$ cat config.mk
export PLATFORM = sky130hd
export DESIGN_NAME = abscmd_seq
export DESIGN_NICKNAME = d
export VERILOG_FILES = /design/src/rtl/abscmd_pkg.sv /design/src/rtl/abscmd_decode.sv /design/src/rtl/abscmd_fetchmem.sv /design/src/rtl/abscmd_ctrl.sv /design/src/rtl/abscmd_seq.sv
export SDC_FILE = /design/constraint.sdc
export NUM_CORES = 1
export LEC_CHECK = 0
export ABC_AREA = 1
export BUFFER_PORTS_ARGS = -buffer_cell sky130_fd_sc_hd__clkbuf_2
export CAP_MARGIN = 20
export CORE_MARGIN = 8
export CORE_UTILIZATION = 53
export DETAILED_ROUTE_END_ITERATION = 16
export PLACE_DENSITY = 0.76
export SYNTH_ARGS = -nofsm -noshare
export SYNTH_HDL_FRONTEND = slang
export SYNTH_SLANG_ARGS = --single-unit
export TNS_END_PERCENT = 100
$ cat constraint.sdc
create_clock -name clk -period 1.64 [get_ports clk]
set_input_delay 0.082 -clock clk [delete_from_list [all_inputs] [get_ports clk]]
set_output_delay 0.082 -clock clk [all_outputs]
set_load 0.005 [all_outputs]
$ cat src/rtl/abscmd_pkg.sv
package abscmd_pkg;

   typedef enum logic [2:0] {
      ERR_NONE   = 3'd0,
      ERR_BUSY   = 3'd1,
      ERR_NOTSUP = 3'd2
   } cmderr_e;

   localparam logic [31:0] EBREAK_INSN = 32'h0010_0073;

   localparam logic [6:0] OP_LOAD  = 7'b000_0011;
   localparam logic [6:0] OP_STORE = 7'b010_0011;
   localparam logic [6:0] OP_JAL   = 7'b110_1111;

   // I-type load with base x0
   function automatic logic [31:0] enc_load(input logic [4:0] rd,
                                            input logic [2:0] f3,
                                            input logic [11:0] imm);
      return {imm, 5'd0, f3, rd, OP_LOAD};
   endfunction

   // S-type store with base x0
   function automatic logic [31:0] enc_store(input logic [4:0] rs2,
                                             input logic [2:0] f3,
                                             input logic [11:0] imm);
      return {imm[11:5], rs2, 5'd0, f3, imm[4:0], OP_STORE};
   endfunction

   // J-type jump
   function automatic logic [31:0] enc_jal(input logic [4:0] rd,
                                           input logic [20:0] off);
      return {off[20], off[10:1], off[11], off[19:12], rd, OP_JAL};
   endfunction

endpackage

$ cat src/rtl/abscmd_decode.sv
module abscmd_decode
   import abscmd_pkg::*;
#(
   parameter int DATA_BASE = 32'h380,
   parameter int PB_BASE   = 32'h374,
   parameter int STUB_BASE = 32'h36C
) (
   input  logic [31:0] cmd,
   output logic [31:0] word0,
   output logic [31:0] word1,
   output logic        notsup
);

   localparam logic [11:0] DOFF = 12'(DATA_BASE);
   localparam logic [20:0] JOFF = 21'(PB_BASE - STUB_BASE - 4);

   logic [7:0]  ctype;
   logic [2:0]  size;
   logic        postexec;
   logic        wr_gpr;
   logic [15:0] regno;
   logic        unused_fields;
   logic        type_ok, reg_ok, size_ok;
   logic [2:0]  f3;

   assign ctype         = cmd[31:24];
   assign size          = cmd[22:20];
   assign postexec      = cmd[18];
   assign wr_gpr        = cmd[16];
   assign regno         = cmd[15:0];
   assign unused_fields = ^{cmd[23], cmd[19], cmd[17]};

   always_comb begin
      type_ok = (ctype == 8'd0);
      reg_ok  = (regno[15:5] == 11'h080);
      size_ok = (size == 3'd2) || (size == 3'd3);
      f3      = (size == 3'd3) ? 3'b011 : 3'b010;
      notsup  = !(type_ok && reg_ok && size_ok);
      word0   = wr_gpr ? enc_load(regno[4:0], f3, DOFF)
                       : enc_store(regno[4:0], f3, DOFF);
      word1   = postexec ? enc_jal(5'd0, JOFF) : EBREAK_INSN;
   end

endmodule

$ cat src/rtl/abscmd_fetchmem.sv
module abscmd_fetchmem
   import abscmd_pkg::*;
#(
   parameter int PB_WORDS = 2,
   parameter int PB_IDX_W = 1,
   parameter int FETCH_W  = 3
) (
   input  logic               clk,
   input  logic               rst_n,
   input  logic               busy,
   input  logic               wr_en,
   input  logic [PB_IDX_W-1:0] wr_idx,
   input  logic [31:0]        wr_data,
   input  logic [31:0]        stub0,
   input  logic [31:0]        stub1,
   input  logic [FETCH_W-1:0] fetch_idx,
   output logic [31:0]        fetch_data
);

   localparam int TAIL_IDX = PB_WORDS + 2;

   logic [PB_WORDS-1:0][31:0] pb_q;
   logic [PB_WORDS-1:0]       wr_hit;

   for (genvar g = 0; g < PB_WORDS; g++) begin : g_hit
      assign wr_hit[g] = wr_en && !busy && (wr_idx == PB_IDX_W'(g));
   end

   always_ff @(posedge clk) begin
      if (!rst_n) begin
         pb_q <= '0;
      end else begin
         for (int i = 0; i < PB_WORDS; i++) begin
            if (wr_hit[i]) pb_q[i] <= wr_data;
         end
      end
   end

   always_comb begin
      fetch_data = '0;
      if (fetch_idx == FETCH_W'(0)) fetch_data = stub0;
      if (fetch_idx == FETCH_W'(1)) fetch_data = stub1;
      for (int i = 0; i < PB_WORDS; i++) begin
         if (fetch_idx == FETCH_W'(i + 2)) fetch_data = pb_q[i];
      end
      if (fetch_idx == FETCH_W'(TAIL_IDX)) fetch_data = EBREAK_INSN;
   end

   assert_pb_frozen_R11: assert property (@(posedge clk) disable iff (!rst_n)
      busy |=> $stable(pb_q));

   assert_tail_ebreak_R10: assert property (@(posedge clk) disable iff (!rst_n)
      (fetch_idx == FETCH_W'(TAIL_IDX)) |-> (fetch_data == EBREAK_INSN));

endmodule

$ cat src/rtl/abscmd_ctrl.sv
module abscmd_ctrl
   import abscmd_pkg::*;
#(
   parameter int NHARTS = 4,
   parameter int HS_W   = 2
) (
   input  logic              clk,
   input  logic              rst_n,
   input  logic              cmd_valid,
   input  logic [31:0]       cmd_word,
   input  logic              auto_hit,
   input  logic [HS_W-1:0]   hartsel,
   input  logic              hart_done,
   input  logic              cmderr_clr,
   input  logic              dec_notsup,
   output logic [31:0]       sel_cmd,
   output logic              launch,
   output logic              busy,
   output logic [NHARTS-1:0] go,
   output logic [2:0]        cmderr
);

   logic [31:0]       last_q;
   logic              busy_q;
   logic [NHARTS-1:0] go_q;
   cmderr_e           err_q, err_d;
   logic              trigger;
   logic [NHARTS-1:0] sel_hit;

   for (genvar h = 0; h < NHARTS; h++) begin : g_sel
      assign sel_hit[h] = (hartsel == HS_W'(h));
   end

   assign sel_cmd = cmd_valid ? cmd_word : last_q;
   assign trigger = (cmd_valid || auto_hit) && !busy_q;
   assign launch  = trigger && !dec_notsup;

   always_comb begin
      err_d = err_q;
      if (cmderr_clr) err_d = ERR_NONE;
      if (err_d == ERR_NONE) begin
         if (cmd_valid && busy_q)        err_d = ERR_BUSY;
         else if (trigger && dec_notsup) err_d = ERR_NOTSUP;
      end
   end

   always_ff @(posedge clk) begin
      if (!rst_n) begin
         last_q <= '0;
         busy_q <= 1'b0;
         go_q   <= '0;
         err_q  <= ERR_NONE;
      end else begin
         err_q <= err_d;
         if (cmd_valid && !busy_q) last_q <= cmd_word;
         if (launch) begin
            busy_q <= 1'b1;
            go_q   <= sel_hit;
         end else if (hart_done) begin
            busy_q <= 1'b0;
            go_q   <= '0;
         end
      end
   end

   assign busy   = busy_q;
   assign go     = go_q;
   assign cmderr = err_q;

   assert_go_onehot_R7: assert property (@(posedge clk) disable iff (!rst_n)
      busy |-> ($countones(go) == 1));

   assert_go_idle_R8: assert property (@(posedge clk) disable iff (!rst_n)
      !busy |-> (go == '0));

   assert_busy_holds_R8: assert property (@(posedge clk) disable iff (!rst_n)
      (busy && !hart_done) |=> busy);

   assert_done_clears_R8: assert property (@(posedge clk) disable iff (!rst_n)
      (busy && hart_done) |=> !busy);

   assert_reject_busy_R9: assert property (@(posedge clk) disable iff (!rst_n)
      (busy && cmd_valid && (cmderr == 3'd0) && !cmderr_clr) |=> (cmderr == 3'd1));

   assert_notsup_idle_R2: assert property (@(posedge clk) disable iff (!rst_n)
      (trigger && dec_notsup) |=> !busy);

   assert_err_sticky_R13: assert property (@(posedge clk) disable iff (!rst_n)
      ((cmderr != 3'd0) && !cmderr_clr) |=> $stable(cmderr));

endmodule

$ cat src/rtl/abscmd_seq.sv
module abscmd_seq
   import abscmd_pkg::*;
#(
   parameter int NHARTS     = 4,
   parameter int PB_WORDS   = 2,
   parameter int DATA_WORDS = 2,
   parameter int DATA_BASE  = 32'h380,
   localparam int HS_W      = (NHARTS > 1) ? $clog2(NHARTS) : 1,
   localparam int PB_IDX_W  = (PB_WORDS > 1) ? $clog2(PB_WORDS) : 1,
   localparam int DT_IDX_W  = (DATA_WORDS > 1) ? $clog2(DATA_WORDS) : 1,
   localparam int ACC_W     = (PB_IDX_W > DT_IDX_W) ? PB_IDX_W : DT_IDX_W,
   localparam int FETCH_W   = $clog2(PB_WORDS + 3)
) (
   input  logic                  clk,
   input  logic                  rst_n,
   input  logic                  cmd_valid,
   input  logic [31:0]           cmd_word,
   input  logic [HS_W-1:0]       hartsel,
   input  logic                  cmderr_clr,
   input  logic                  pb_wr_en,
   input  logic [PB_IDX_W-1:0]   pb_wr_idx,
   input  logic [31:0]           pb_wr_data,
   input  logic                  acc_valid,
   input  logic                  acc_is_pb,
   input  logic [ACC_W-1:0]      acc_idx,
   input  logic [DATA_WORDS-1:0] auto_data_mask,
   input  logic [PB_WORDS-1:0]   auto_pb_mask,
   input  logic                  hart_done,
   input  logic [FETCH_W-1:0]    fetch_idx,
   output logic [31:0]           fetch_data,
   output logic                  busy,
   output logic [NHARTS-1:0]     go,
   output logic [2:0]            cmderr,
   output logic                  impebreak
);

   localparam int PB_BASE   = DATA_BASE - 4 * (PB_WORDS + 1);
   localparam int STUB_BASE = PB_BASE - 8;

   if (NHARTS < 2 || PB_WORDS < 1 || DATA_WORDS < 2) begin : g_bad_size
      $error("abscmd_seq: NHARTS>=2, PB_WORDS>=1, DATA_WORDS>=2 required");
   end
   if (DATA_BASE + 4 * DATA_WORDS > 2048 || STUB_BASE < 0 || (DATA_BASE % 4) != 0) begin : g_bad_map
      $error("abscmd_seq: regions must be word aligned inside the x0-relative 12-bit offset range");
   end

   logic [31:0] sel_cmd, dec_w0, dec_w1;
   logic        dec_notsup, launch, auto_hit;
   logic [31:0] stub0_q, stub1_q;
   logic [DATA_WORDS-1:0] data_hit;
   logic [PB_WORDS-1:0]   pbuf_hit;

   for (genvar d = 0; d < DATA_WORDS; d++) begin : g_dhit
      assign data_hit[d] = !acc_is_pb && (acc_idx == ACC_W'(d)) && auto_data_mask[d];
   end
   for (genvar p = 0; p < PB_WORDS; p++) begin : g_phit
      assign pbuf_hit[p] = acc_is_pb && (acc_idx == ACC_W'(p)) && auto_pb_mask[p];
   end
   assign auto_hit = acc_valid && ((|data_hit) || (|pbuf_hit));

   abscmd_ctrl #(.NHARTS(NHARTS), .HS_W(HS_W)) u_ctrl (
      .clk(clk), .rst_n(rst_n), .cmd_valid(cmd_valid), .cmd_word(cmd_word),
      .auto_hit(auto_hit), .hartsel(hartsel), .hart_done(hart_done),
      .cmderr_clr(cmderr_clr), .dec_notsup(dec_notsup), .sel_cmd(sel_cmd),
      .launch(launch), .busy(busy), .go(go), .cmderr(cmderr)
   );

   abscmd_decode #(.DATA_BASE(DATA_BASE), .PB_BASE(PB_BASE), .STUB_BASE(STUB_BASE)) u_dec (
      .cmd(sel_cmd), .word0(dec_w0), .word1(dec_w1), .notsup(dec_notsup)
   );

   always_ff @(posedge clk) begin
      if (!rst_n) begin
         stub0_q <= '0;
         stub1_q <= '0;
      end else if (launch) begin
         stub0_q <= dec_w0;
         stub1_q <= dec_w1;
      end
   end

   abscmd_fetchmem #(.PB_WORDS(PB_WORDS), .PB_IDX_W(PB_IDX_W), .FETCH_W(FETCH_W)) u_mem (
      .clk(clk), .rst_n(rst_n), .busy(busy), .wr_en(pb_wr_en), .wr_idx(pb_wr_idx),
      .wr_data(pb_wr_data), .stub0(stub0_q), .stub1(stub1_q),
      .fetch_idx(fetch_idx), .fetch_data(fetch_data)
   );

   assign impebreak = 1'b1;

   assert_stub_frozen_R7: assert property (@(posedge clk) disable iff (!rst_n)
      busy |=> ($stable(stub0_q) && $stable(stub1_q)));

   assert_idle_no_go_R12: assert property (@(posedge clk) disable iff (!rst_n)
      (!busy && acc_valid && !auto_hit && !cmd_valid) |=> !busy);

endmodule

### Word-level counts from Yosys, hierarchy flattened

Index checks and enable logic that the tools add are counted.

* register bits after elaboration: 168
* output and inout port bits: 41
* logic and storage cells: 69
* input port bits: 83

* reduce and logical (&&, ||, !) cells: 32
* mux-type cells: 17
* equal/unequal tests: 10
* bitwise gates (word level): 2

Operator list (count)
* $mux 32: 6
* $mux 25: 1
* $mux 23: 1
* $logic_and 1x1->1: 19
* $eq 3x2->1 const B: 4
* $mux 3: 4
* $eq 11x8->1 const B: 1
* $logic_not 8->1: 1
* $mux 4: 2
* $logic_not 3->1: 2
* $eq 2x2->1 const B: 2
* $reduce_or 2->1: 2
* $eq 3x1->1 const B: 1
* $eq 3x3->1 const B: 1
* $logic_not 1->1: 3
* $logic_or 1x1->1: 3
* $mux 1: 3
* $eq 2x1->1 const B: 1
* $logic_not 2->1: 1
* $not 1->1: 2
* $reduce_bool 2->1: 1

### Depth between registers and ports, before layout

Gate-level depths: netlist of the first run.

* depth in word-level cells: 12
* depth in mapped cells: 13
* mapped depth without buffers: 10

### Modules after synthesis

Synthesis of the first run repeated with hierarchy kept, for this count alone.

* cell total of the unflattened synthesis: 1281
* area, all modules: 8639.5 um2

By module, submodules not included
* abscmd_fetchmem: area an instance 3699.8 um2, seq. area each 1281.2 um2, cells each 629, times used 1
* abscmd_seq: area an instance 2356.0 um2, seq. area each 1281.2 um2, cells each 291, times used 1
* abscmd_ctrl: area an instance 2011.9 um2, seq. area each 800.8 um2, cells each 261, times used 1
* abscmd_decode: area an instance 571.8 um2, seq. area each 0.0 um2, cells each 100, times used 1

### Worst setup path before layout of the first run

Ideal clock, no wire load.

* path kind: register to register
* start: register u_ctrl.last_q[21]
* end: register stub0_q[10]
* cell stages (with the launch flop): 10
* buffers on the path: 1
* arrival time: 1240 ps
* required time: 1511 ps
* clock period less this slack: 1369 ps
* setup slack: 271 ps
* cell sequence: dfxtp_1 -> inv_1 -> nor2_1 -> nand2_1 -> o21ai_4 -> and2_1 -> nand3_4 -> buf_6 -> o21ai_1 -> nor2_1

* word-level cells in the longest chain between the ends: 5
* elaborated cells on any way between the ends: 6
* those cells by class: 2 x eq/ne; 1 x mux; 3 x reduce/logical

Ends and longest elaborated chain
* start, declared: line abscmd_ctrl.sv:23 `logic [31:0] last_q;`
* start signal, assigned: line abscmd_ctrl.sv:55 `if (cmd_valid && !busy_q) last_q <= cmd_word;`
* $mux 32 *: line abscmd_ctrl.sv:34 `assign sel_cmd = cmd_valid ? cmd_word : last_q;`
* $eq 3x2->1: line abscmd_decode.sv:36 `size_ok = (size == 3'd2) || (size == 3'd3);`
* $logic_or 1x1->1 *: line abscmd_decode.sv:36
* $logic_and 1x1->1 *: line abscmd_decode.sv:38 `notsup = !(type_ok && reg_ok && size_ok);`
* $logic_and 1x1->1 *: line abscmd_ctrl.sv:36 `assign launch = trigger && !dec_notsup;`
* end signal, assigned: line abscmd_seq.sv:77 `stub0_q <= dec_w0;`
* end, declared: line abscmd_seq.sv:49 `logic [31:0] stub0_q, stub1_q;`

Mark *: on every way between the ends. The rest lies on a longest branch, timed or not.
A chain may end at the register's enable or synchronous reset.

### Final worst setup path of the first run

* start: register stub1_q[6]
* end: output port fetch_data[6]

* word-level cells in the longest chain between the ends: 4

Ends and longest elaborated chain
* start, declared: line abscmd_seq.sv:49
* start signal, assigned: line abscmd_seq.sv:78 `stub1_q <= dec_w1;`
* $mux 32: line abscmd_fetchmem.sv:42 `if (fetch_idx == FETCH_W'(1)) fetch_data = stub1;`
* $mux 32 (2 in series): line abscmd_fetchmem.sv:44 `if (fetch_idx == FETCH_W'(i + 2)) fetch_data = pb_q[i];`
* $mux 32: line abscmd_fetchmem.sv:46 `if (fetch_idx == FETCH_W'(TAIL_IDX)) fetch_data = EBREAK_INSN;`
* end, declared: line abscmd_seq.sv:30 `output logic [31:0] fetch_data,`

No other way between the ends.

==> run metrics, run 1 <==
critical path endpoint category output pin; area leader, netlist dfxtp_1; placed cell count 918; crit-path max FO 3; Pre-antenna DRT Iters 6; Routed Antenna Nets 0; met1 WL between 6 and 7 mm; initial antenna violation count 1; Synthesized Nets 780; Reg clk slew, reported paths 0.06 ns; Max Transition Viols Final 0; most frequent cells in the layout 117 x clkbuf_2, 115 x dfxtp_1, 102 x a21oi_1; final setup vio count 0; CP bufs+invs 2; Fmax 0.638 GHz; Arrival @ worst endpoint 1.48 ns; Mapped Cells 697; HP Class primary input to register; final period utilization 95.5%; largest net degree at the start of global routing 66; initial DRC count about 440; # rows 35; die span in x between 100 and 150 microns; Post-Synthesis Cell Area 5080 sq um; metal3 WL 1.25 mm; Peak supply drop 0.953 mV; reg2reg path depth 6; Seq/Total Area, Yosys 45.7%; CTS tree yes; CTS Root Cell clkbuf_8; Fin Clk Skew 0.00851 ns; Worst Min Path Start rst_n; post-synth top area share a little under half; Power Total 7.78 mW; P per Cell Area 1080 nW/um^2; vias in the first global route 5,450; Port-buffer cells 119; die area 13,000 sq um; Clock Latency Late Sink 0.52 ns; slew at the pin with the worst max-slew slack 0.511 ns; Final nets between 900 and 1,000; first-pass GRT wire length 25.4 mm; core area 9280 sq um; Boundary Pins 124; CP max stage delay just over 0.3 ns; MaxCap Viol Count 0; worst reg-to-reg setup slack 0.09 ns; hold path depth 3; commonest non-fill, non-tap cell in the layout clkbuf_2; Post-Route WL 15.7 mm; Initial Utilization 54.7%; H-tree levels 4; share of cells above drive strength 1 22.0%; status complete, no violations; Reg area 2320 sq um; Chip Height 114 microns; final-report hold violation count 0; synth warn 0; crit path from stub1_q[6]; DP HPWL 9.67 mm; syn avg cell area 7.29 sq um; footprint of the multi-input gates 2260 sq um; Remaining Overflow, GRT 0; highest metal used met4; DRC 0; Crit-path slowest cell dfxtp_1; clock sink total 116; filler cell count 642; Setup CP Type register to output pin; stages on the worst setup path 5; worst rel slew slack 65.9%; Met2 Routed Length 7.99 mm; LEAKAGE 3.17 nW; Clock Tree Buf Depth 2; Post-Layout Cell Count 1,025; detailed-route via count approximately 5,500; Vias/cell between 5 and 6; GRT Total Usage 23.9%; Largest delay share family, worst path flip-flops; CP Cell Sequence inv_1 > nor3_4 > nand2_1 > o2111ai_1 > clkbuf_2; min Tclk post-route 1.57 ns; routed length per instance about 15 microns; post-synth cell types 36; Synth-to-Final Area Change 42.0%; Data required, critical path 1.56 ns; cts bufs inserted 17; top cells by area, synth dfxtp_1 46%, a21oi_1 10%, o21ai_0 9.5%, inv_1 7.4%, nand2_1 5.9%; #FFs+latches synth around 120; GPL Wtd Cong about 0.8; worst r2r src u_ctrl.busy; startpoint types register
## through the flow
| step | hold slack [ns] | setup slack, ns | setup TNS [ns] | utilization, % | instance area, sq um |
|---|---|---|---|---|---|
| 2_1_floorplan | 0.217 | 0.271 | 0 | - | 5080 |
| 3_3_place_gp | 0.326 | 0.0580 | 0 | 62.4 | 5790 |
| 3_5_place_dp | 0.329 | -0.00237 | -0.00237 | 62.4 | 5790 |
| 4_1_cts | 0.0656 | 0.0182 | 0 | 76.6 | 7120 |
| 5_1_grt | 0.0868 | -0.0138 | -0.0206 | 77.7 | 7210 |
| 6_report | 0.0878 | 0.0738 | 0 | 77.7 | 7210 |
## Yosys cell counts
cell and number:
nand3b_1 3, nor3_1 1, o211ai_1 2, o22ai_1 11, a21oi_1 102, buf_6 2, dfxtp_1 116, a221oi_1 1
clkbuf_1 33, o21ai_4 1, mux2i_1 5, nor2_2 2, nand4_1 13, buf_1 1, and2_1 1, inv_1 100
nand3_1 16, buf_4 3, nand3_4 1, o21ai_0 96, nand2_1 80, nand2_2 4, conb_1 1, o2111ai_1 2
or2_1 1, inv_2 2, nor2_4 4, o221ai_1 9, inv_4 1, clkinv_1 1, nand3_2 1, buf_2 2
o21ai_2 2, o21ai_1 5, a211oi_1 2, nor2_1 70
## tightest hold or removal path, delay by kind of cell
family	cells	cell delay (ns)
AOI/OAI and AO/OA	1	0.16
buffers and inverters	1	0.27
and+or+nand+nor	1	0.05
## flip-flops by register name, indices dropped and copies added, names as in the netlist
register and cells:
u_ctrl.cmderr 3, stub1_q 3, u_ctrl.last_q 29, stub0_q 12
u_ctrl.go 4, u_mem.pb_q 64, u_ctrl.busy 1
## layer usage
| metal | GRT usage, % | up-vias |
|---|---|---|
| met1 | 26.3 | 2562 |
| met3 | 6.44 | 26 |
| li1 | - | 2687 |
| met2 | 43.6 | 246 |
| met4 | 7.10 | 0 |
| met5 | 0 | - |
## final cells by class
class / instances / share of cell area, %
clock inverter: 14 / 2.77
timing repair buffer: 204 / 20.0
tap: 129 / 2.24
clock buffer: 18 / 5.93
antenna: 1 / 0.0347
sequential: 116 / 32.2
inverter: 104 / 5.45
multi-input combinational: 439 / 31.4
## report_power, final
part,total [mW],switching (mW),internal (mW)
Combinational,0.876,0.493,0.383
Sequential,3.03,0.0594,2.97
Clock,3.87,1.35,2.52
## final timing paths
| path | end |
|---|---|
| max reg2reg | stub0_q[21] |
| min reg2reg | u_mem.pb_q[27] |
| max | fetch_data[6] |
| min | u_ctrl.last_q[26] |
## cells by family (layout without fill, tap and decap cells)
logic type / count (synthesis) / in the layout / synth area share (%)
AO/OA/AOI/OAI: 233 / 233 / 24.7
AND/OR/NAND/NOR: 197 / 200 / 17.2
buffers and inverters: 145 / 340 / 11.3
flip-flops: 116 / 116 / 45.7
multiplexers: 5 / 5 / 0.985
other: 1 / 2 / 0.0738
## what timing repair did
item	CTS	global route
hold buffers	67	0
setup endpoints to repair	8	23
resized for setup	5	11
buffers inserted	0	5
gates cloned	1	2
pin swaps	1	5
endpoints found under the hold margin	103	0
Note: power is estimated with default switching activity, not from simulation.
==> run 2, diff against run 1 <==
- RECOVER_POWER: unset -> 25
==> run 2 against run 1 <==
Count of clock-buffer cells in the layout unchanged; worst hold slack about the same; flip-flop and latch count unchanged; final cell count unchanged; global-route usage unchanged; critical path depth is the same; combinational power hardly changed; utilization is 0.18 points lower; fmax fell by 0.41%; non-clock buffer count stayed put; first-iteration DRC count is 3.4% lower.
==> run metrics, run 2 (synthesized netlist as in run 1, its figures left out) <==
vias in the first global route 5,450 (unchanged); die span in x 114 microns (unchanged); Remaining Overflow, GRT 0 (unchanged); DRC 0 (unchanged); core area 9280 sq um (unchanged); Fin Clk Skew 0.00950 ns (+0.000982 ns); M3 GR Usage 6.44% (unchanged); most frequent cells in the layout 115 x dfxtp_1, 110 x clkbuf_2, 102 x a21oi_1; first-pass GRT wire length 25.4 mm (unchanged); final-report hold violation count 0 (unchanged); initial antenna violation count 1 (unchanged); Chip Height 114 microns (unchanged); crit-path max FO 3 (unchanged); initial DRC count 428 (-3.4%); Post-Layout Cell Count 1,025 (unchanged); MaxCap Viol Count 0 (unchanged); top flop regs u_mem.pb_q: 64 flops, u_ctrl.last_q: 29 flops, stub0_q: 12 flops; P per Cell Area 1080 nW/um^2 (+0.17%); GPL Wtd Cong 0.801 (unchanged); Pre-antenna DRT Iters 5 (-1); Port-buffer cells 119 (unchanged); HP Class primary input to register; Final nets 965 (unchanged); placed cell count 918 (unchanged); routed length per instance 15.4 microns (+0.47%); Boundary Pins 124 (unchanged); Synth-to-Final Area Change 41.7%; largest net degree at the start of global routing 66 (unchanged); status complete, no violations; met2 track demand over resource 43.6% (unchanged); most used routing layer met2; detailed-route via count 5,458 (-1.1%); CTS Root Cell clkbuf_8; min Tclk post-route 1.57 ns (+0.00651 ns); H-tree levels 4 (unchanged); Post-Route WL 15.7 mm (+0.47%); share of cells above drive strength 1 20.9% (-1.1 points); final period utilization 95.9% (+0.40 points); hold path depth 3 (unchanged); clock sink total 116 (unchanged); die area 13,000 sq um (unchanged); max FFs per register 64 (unchanged); reg2reg path depth 6 (unchanged); startpoint types register; worst reg-to-reg setup slack 0.10 ns (about the same); slew at the pin with the worst max-slew slack 0.543 ns (+0.0317 ns); Reg area 2320 sq um (unchanged); Clock Tree Buf Depth 2 (unchanged); worst r2r src u_ctrl.busy; Vias/cell 5.32 (-1.1%); Endpoint, Worst Hold u_ctrl.last_q[26]; final setup vio count 0 (unchanged); critical path endpoint category output pin; cts bufs inserted 17 (unchanged); Peak supply drop 0.954 mV (about the same); Data required, critical path 1.56 ns (about the same); Routed Antenna Nets 0 (unchanged); footprint of the multi-input gates 2260 sq um (unchanged); DP HPWL 9.67 mm (unchanged); Clock Latency Late Sink 0.52 ns (about the same); LEAKAGE 3.13 nW (-0.98%); Max Transition Viols Final 0 (unchanged); GRT Total Usage 23.9% (unchanged); Fmax 0.636 GHz (-0.41%); # rows 35 (unchanged); Initial Utilization 54.7% (unchanged); Worst Min Path Start rst_n; r2r endpoint stub0_q[21]; worst rel slew slack 63.8% (-2.1 points); hold slack 0.0875 ns (-0.000297 ns); met1 Use GR 26.3% (unchanged); commonest non-fill, non-tap cell in the layout dfxtp_1; Reg clk slew, reported paths 0.06 ns (about the same); Arrival @ worst endpoint 1.49 ns (about the same); CTS tree yes; Largest Register u_mem.pb_q; filler cell count 642 (unchanged); Setup CP Type register to output pin
==> run 2: changes by cell type in the layout (fill, tap and decap cells not counted) <==
cell,delta
clkbuf_1,+9
clkbuf_2,-7
buf_4,-2
inv_2,-1
inv_1,+1
==> run 2: how the worst max path moves through the flow <==
stage                       from              to  slack, ns  depth (start not counted)
4_1_cts                cmd_valid      stub0_q[5]       0.02                         12
6_report              stub1_q[6]   fetch_data[6]       0.07                          5
5_1_grt               stub1_q[3]  fetch_data[22]      -0.01                          5
3_5_place_dp           cmd_valid      stub0_q[5]     -0.002                          8
3_3_place_gp           cmd_valid      stub0_q[5]       0.06                          9
2_1_floorplan  u_ctrl.last_q[21]     stub0_q[10]       0.27                          9
==> run 2: what timing repair did <==
action | CTS | global route
setup buffers | 0 | 5
resized for setup | 5 | 11
hold buffers | 67 | 0
hold endpoints to repair | 103 | 0
cloned | 1 | 2
pin swaps | 1 | 5
setup endpoints to repair | 8 | 23
==> run 2: per-stage QoR <==
step	util [%]	power (mW)	worst slack (ns)	setup TNS, ns	instance area, sq um
2_1_floorplan	-	3.51	0.271	0	5080
3_3_place_gp	62.4	3.75	0.0580	0	5790
3_5_place_dp	62.4	3.79	-0.00237	-0.00237	5790
4_1_cts	76.6	7.78	0.0182	0	7120
5_1_grt	77.5	8.06	-0.0138	-0.0142	7200
6_report	77.5	7.77	0.0673	0	7200
==> run 2: where the power goes <==
group / internal, mW / switching (mW)
Clock: 2.52 / 1.34
Sequential: 2.97 / 0.0595
Combinational: 0.381 / 0.495
Total: 5.88 / 1.90
==> run 2: per-layer routing <==
layer	vias to the layer above	part of all wire, %
li1	2678	-
met1	2581	41
met2	180	51
met3	19	6.5
met4	0	1.2
met5	-	0
==> run 2: layout make-up <==
type | instances | share of cell area, %
clock inverters | 14 | 2.78
flip-flops and latches | 116 | 32.3
well taps | 129 | 2.24
diodes | 1 | 0.0348
inverters | 104 | 5.46
multi-input cells | 439 | 31.4
clock buffers | 18 | 5.94
repair buffers | 204 | 19.8
==> run 2: worst max-delay path, stage by stage, from the launching register on <==
cell and delay, ns:
dfxtp_1 0.31, inv_1 0.10, nor3_4 0.19, nand2_1 0.11, o2111ai_1 0.12, clkbuf_2 0.15
==> run 3, diff against run 2 <==
- CORE_UTILIZATION: 53 -> 50
- PLACE_DENSITY: 0.76 -> 0.72
==> run 3 against run 2 <==
Die area is 5.1% higher; cell area is 1.1% lower; final cell count is 0.20% lower; non-clock buffer count is 2 lower; routed wire length is 1.1% lower; via count is 1.5% lower; first-iteration DRC count is 8.9% higher; clock skew is 0.0029 ns lower; power is 0.57% higher; sequential power hardly changed; register-to-register slack worse by 0.02 ns; clock power is 2% higher.
==> run metrics, run 3 (synthesized netlist as in run 1, its figures left out) <==
internal power 5.96 mW (+1.4%); GPL Wtd Cong 0.846 (+5.7%); Clock Latency Late Sink 0.51 ns (about the same); slew at the pin with the worst max-slew slack 0.572 ns (+0.0285 ns); first-pass GRT wire length 24.6 mm (-3.2%); Routed Antenna Nets 0 (unchanged); HP Class primary input to register; crit-path max FO 3 (unchanged); most frequent cells in the layout 115 x dfxtp_1, 110 x clkbuf_2, 102 x a21oi_1; MaxCap Viol Count 0 (unchanged); largest net degree at the start of global routing 65 (-1.5%); vias in the first global route 5,326 (-2.3%); Port-buffer cells 119 (unchanged); Reg clk slew, reported paths 0.06 ns (about the same); CTS tree yes; min Tclk post-route 1.56 ns (-0.0128 ns); hold slack 0.0885 ns (+0.00101 ns); clock sink total 116 (unchanged); Setup CP Type register to output pin; DRC 0 (unchanged); max FFs per register 64 (unchanged); Peak supply drop 0.884 mV (-7.3%); core area 9820 sq um (+5.8%); final setup vio count 0 (unchanged); placed inst area 5800 sq um (+0.13%); clock network power share 50.2% (+0.5 points); Largest Register u_mem.pb_q; die area 13,600 sq um (+5.1%); initial DRC count 466 (+8.9%); Boundary Pins 124 (unchanged); top flop regs u_mem.pb_q: 64 flops, u_ctrl.last_q: 29 flops, stub0_q: 12 flops; Post-Route WL 15.6 mm (-1.1%); worst rel slew slack 61.9% (-1.9 points); die span in x 117 microns (+2.5%); Worst Min Path Start cmd_valid; final core occ 72.5% (-5.0 points); LEAKAGE 3.10 nW (-1.2%); Post-CTS Setup Bufs 0 (unchanged); Final Instance Area 7120 sq um (-1.1%); Vias/cell 5.26 (-1.3%); Comb pwr share 11.0% (-0.3 points); Arrival @ worst endpoint 1.48 ns (about the same); Flop pwr share 38.8% (-0.2 points); share of cells above drive strength 1 20.3% (-0.56 points); final period utilization 95.1% (-0.78 points); Fmax 0.641 GHz (+0.82%); setup_tns 0 ns (unchanged); Fin Clk Skew 0.00661 ns (-0.00288 ns); Final nets 961 (-0.41%); Clock Tree Buf Depth 2 (unchanged); commonest non-fill, non-tap cell in the layout dfxtp_1; Pre-antenna DRT Iters 5 (unchanged); sw frac 23.8% (-0.59 points); routed length per instance 15.2 microns (-0.93%); P per Cell Area 1100 nW/um^2 (+1.7%); initial antenna violation count 0 (-1); Chip Height 117 microns (+2.5%); Max Transition Viols Final 0 (unchanged); critical path endpoint category output pin; status complete, no violations; final-report hold violation count 0 (unchanged); H-tree levels 4 (unchanged); # rows 36 (+2.9%); Diodes inserted 0 (-1); Synth-to-Final Area Change 40.2%; Data required, critical path 1.56 ns (about the same); Remaining Overflow, GRT 0 (unchanged); cts bufs inserted 17 (unchanged); worst r2r src u_ctrl.last_q[21]; Post-Layout Cell Count 1,023 (-0.20%); detailed-route via count 5,377 (-1.5%); GRT Total Usage 22.8% (-1.1 points); Initial Utilization 51.7% (-3.0 points); crit path from stub1_q[3]; placed cell count 924 (+0.65%); CTS Root Cell clkbuf_8; DP HPWL 10.1 mm (+4.5%); Net Sw Power 1.86 mW (-1.8%); startpoint types register
==> run 3: cell types whose count changed in the layout (fill, tap and decap cells not counted), moves of 2 or more <==
| cell | change |
|---|---|
| buf_2 | +2 |
| buf_12 | -2 |
| inv_1 | -2 |
| inv_6 | -3 |
| buf_4 | -2 |
==> run 3: stage by stage <==
stage | setup slack (ns) | power, mW
6_report | 0.0801 | 7.82
5_1_grt | -0.0470 | 8.10
4_1_cts | 0.0137 | 7.84
3_5_place_dp | 0.0379 | 3.80
3_3_place_gp | 0.0886 | 3.76
2_1_floorplan | 0.271 | 3.51
==> run 3: area by class of cell <==
type | count | area, sq um
Fill cell | 779 | 2700
Sequential cell | 116 | 2320
Multi-Input combinational cell | 437 | 2230
Timing Repair Buffer | 202 | 1380
Clock buffer | 18 | 418
Inverter | 104 | 393
Clock inverter | 13 | 209
Tap cell | 133 | 166
==> run 3: routing by layer <==
metal  wire, microns  vias up  track usage [%]
met4             215        0             6.91
met1            6330     2499             25.5
met3            1080       21             6.93
li1                -     2662                -
met2            7940      195             40.8
met5               0        -                0
==> run 3: timing repair <==
action,in CTS,in global routing
hold buffers,67,0
pin swaps,0,3
endpoints found under the setup margin,5,24
resized for setup,4,13
endpoints found under the hold margin,104,0
cloned,0,1
==> run 3: worst paths after layout <==
path,endpoint,slack [ns],cells after the start
setup reg to reg,stub0_q[5],0.08,9
hold reg to reg,u_mem.pb_q[54],0.44,2
hold / removal,u_ctrl.last_q[31],0.09,4
setup / recovery,fetch_data[22],0.08,5
==> run 3: critical path: stages (launching register included) <==
cell     delay [ns]
dfxtp_2        0.33
nand4_1        0.12
nand2_2        0.12
o22ai_1        0.08
a21oi_1        0.18
buf_2          0.15
==> run 3: power by group through the flow <==
stage,sequential [mW],combinational [mW],clock [mW]
floorplan,3.07,0.435,0
global placement,3.08,0.678,0
detailed placement,3.09,0.708,0
CTS,3.03,0.845,3.96
global route,3.04,0.954,4.10
finish,3.03,0.860,3.93
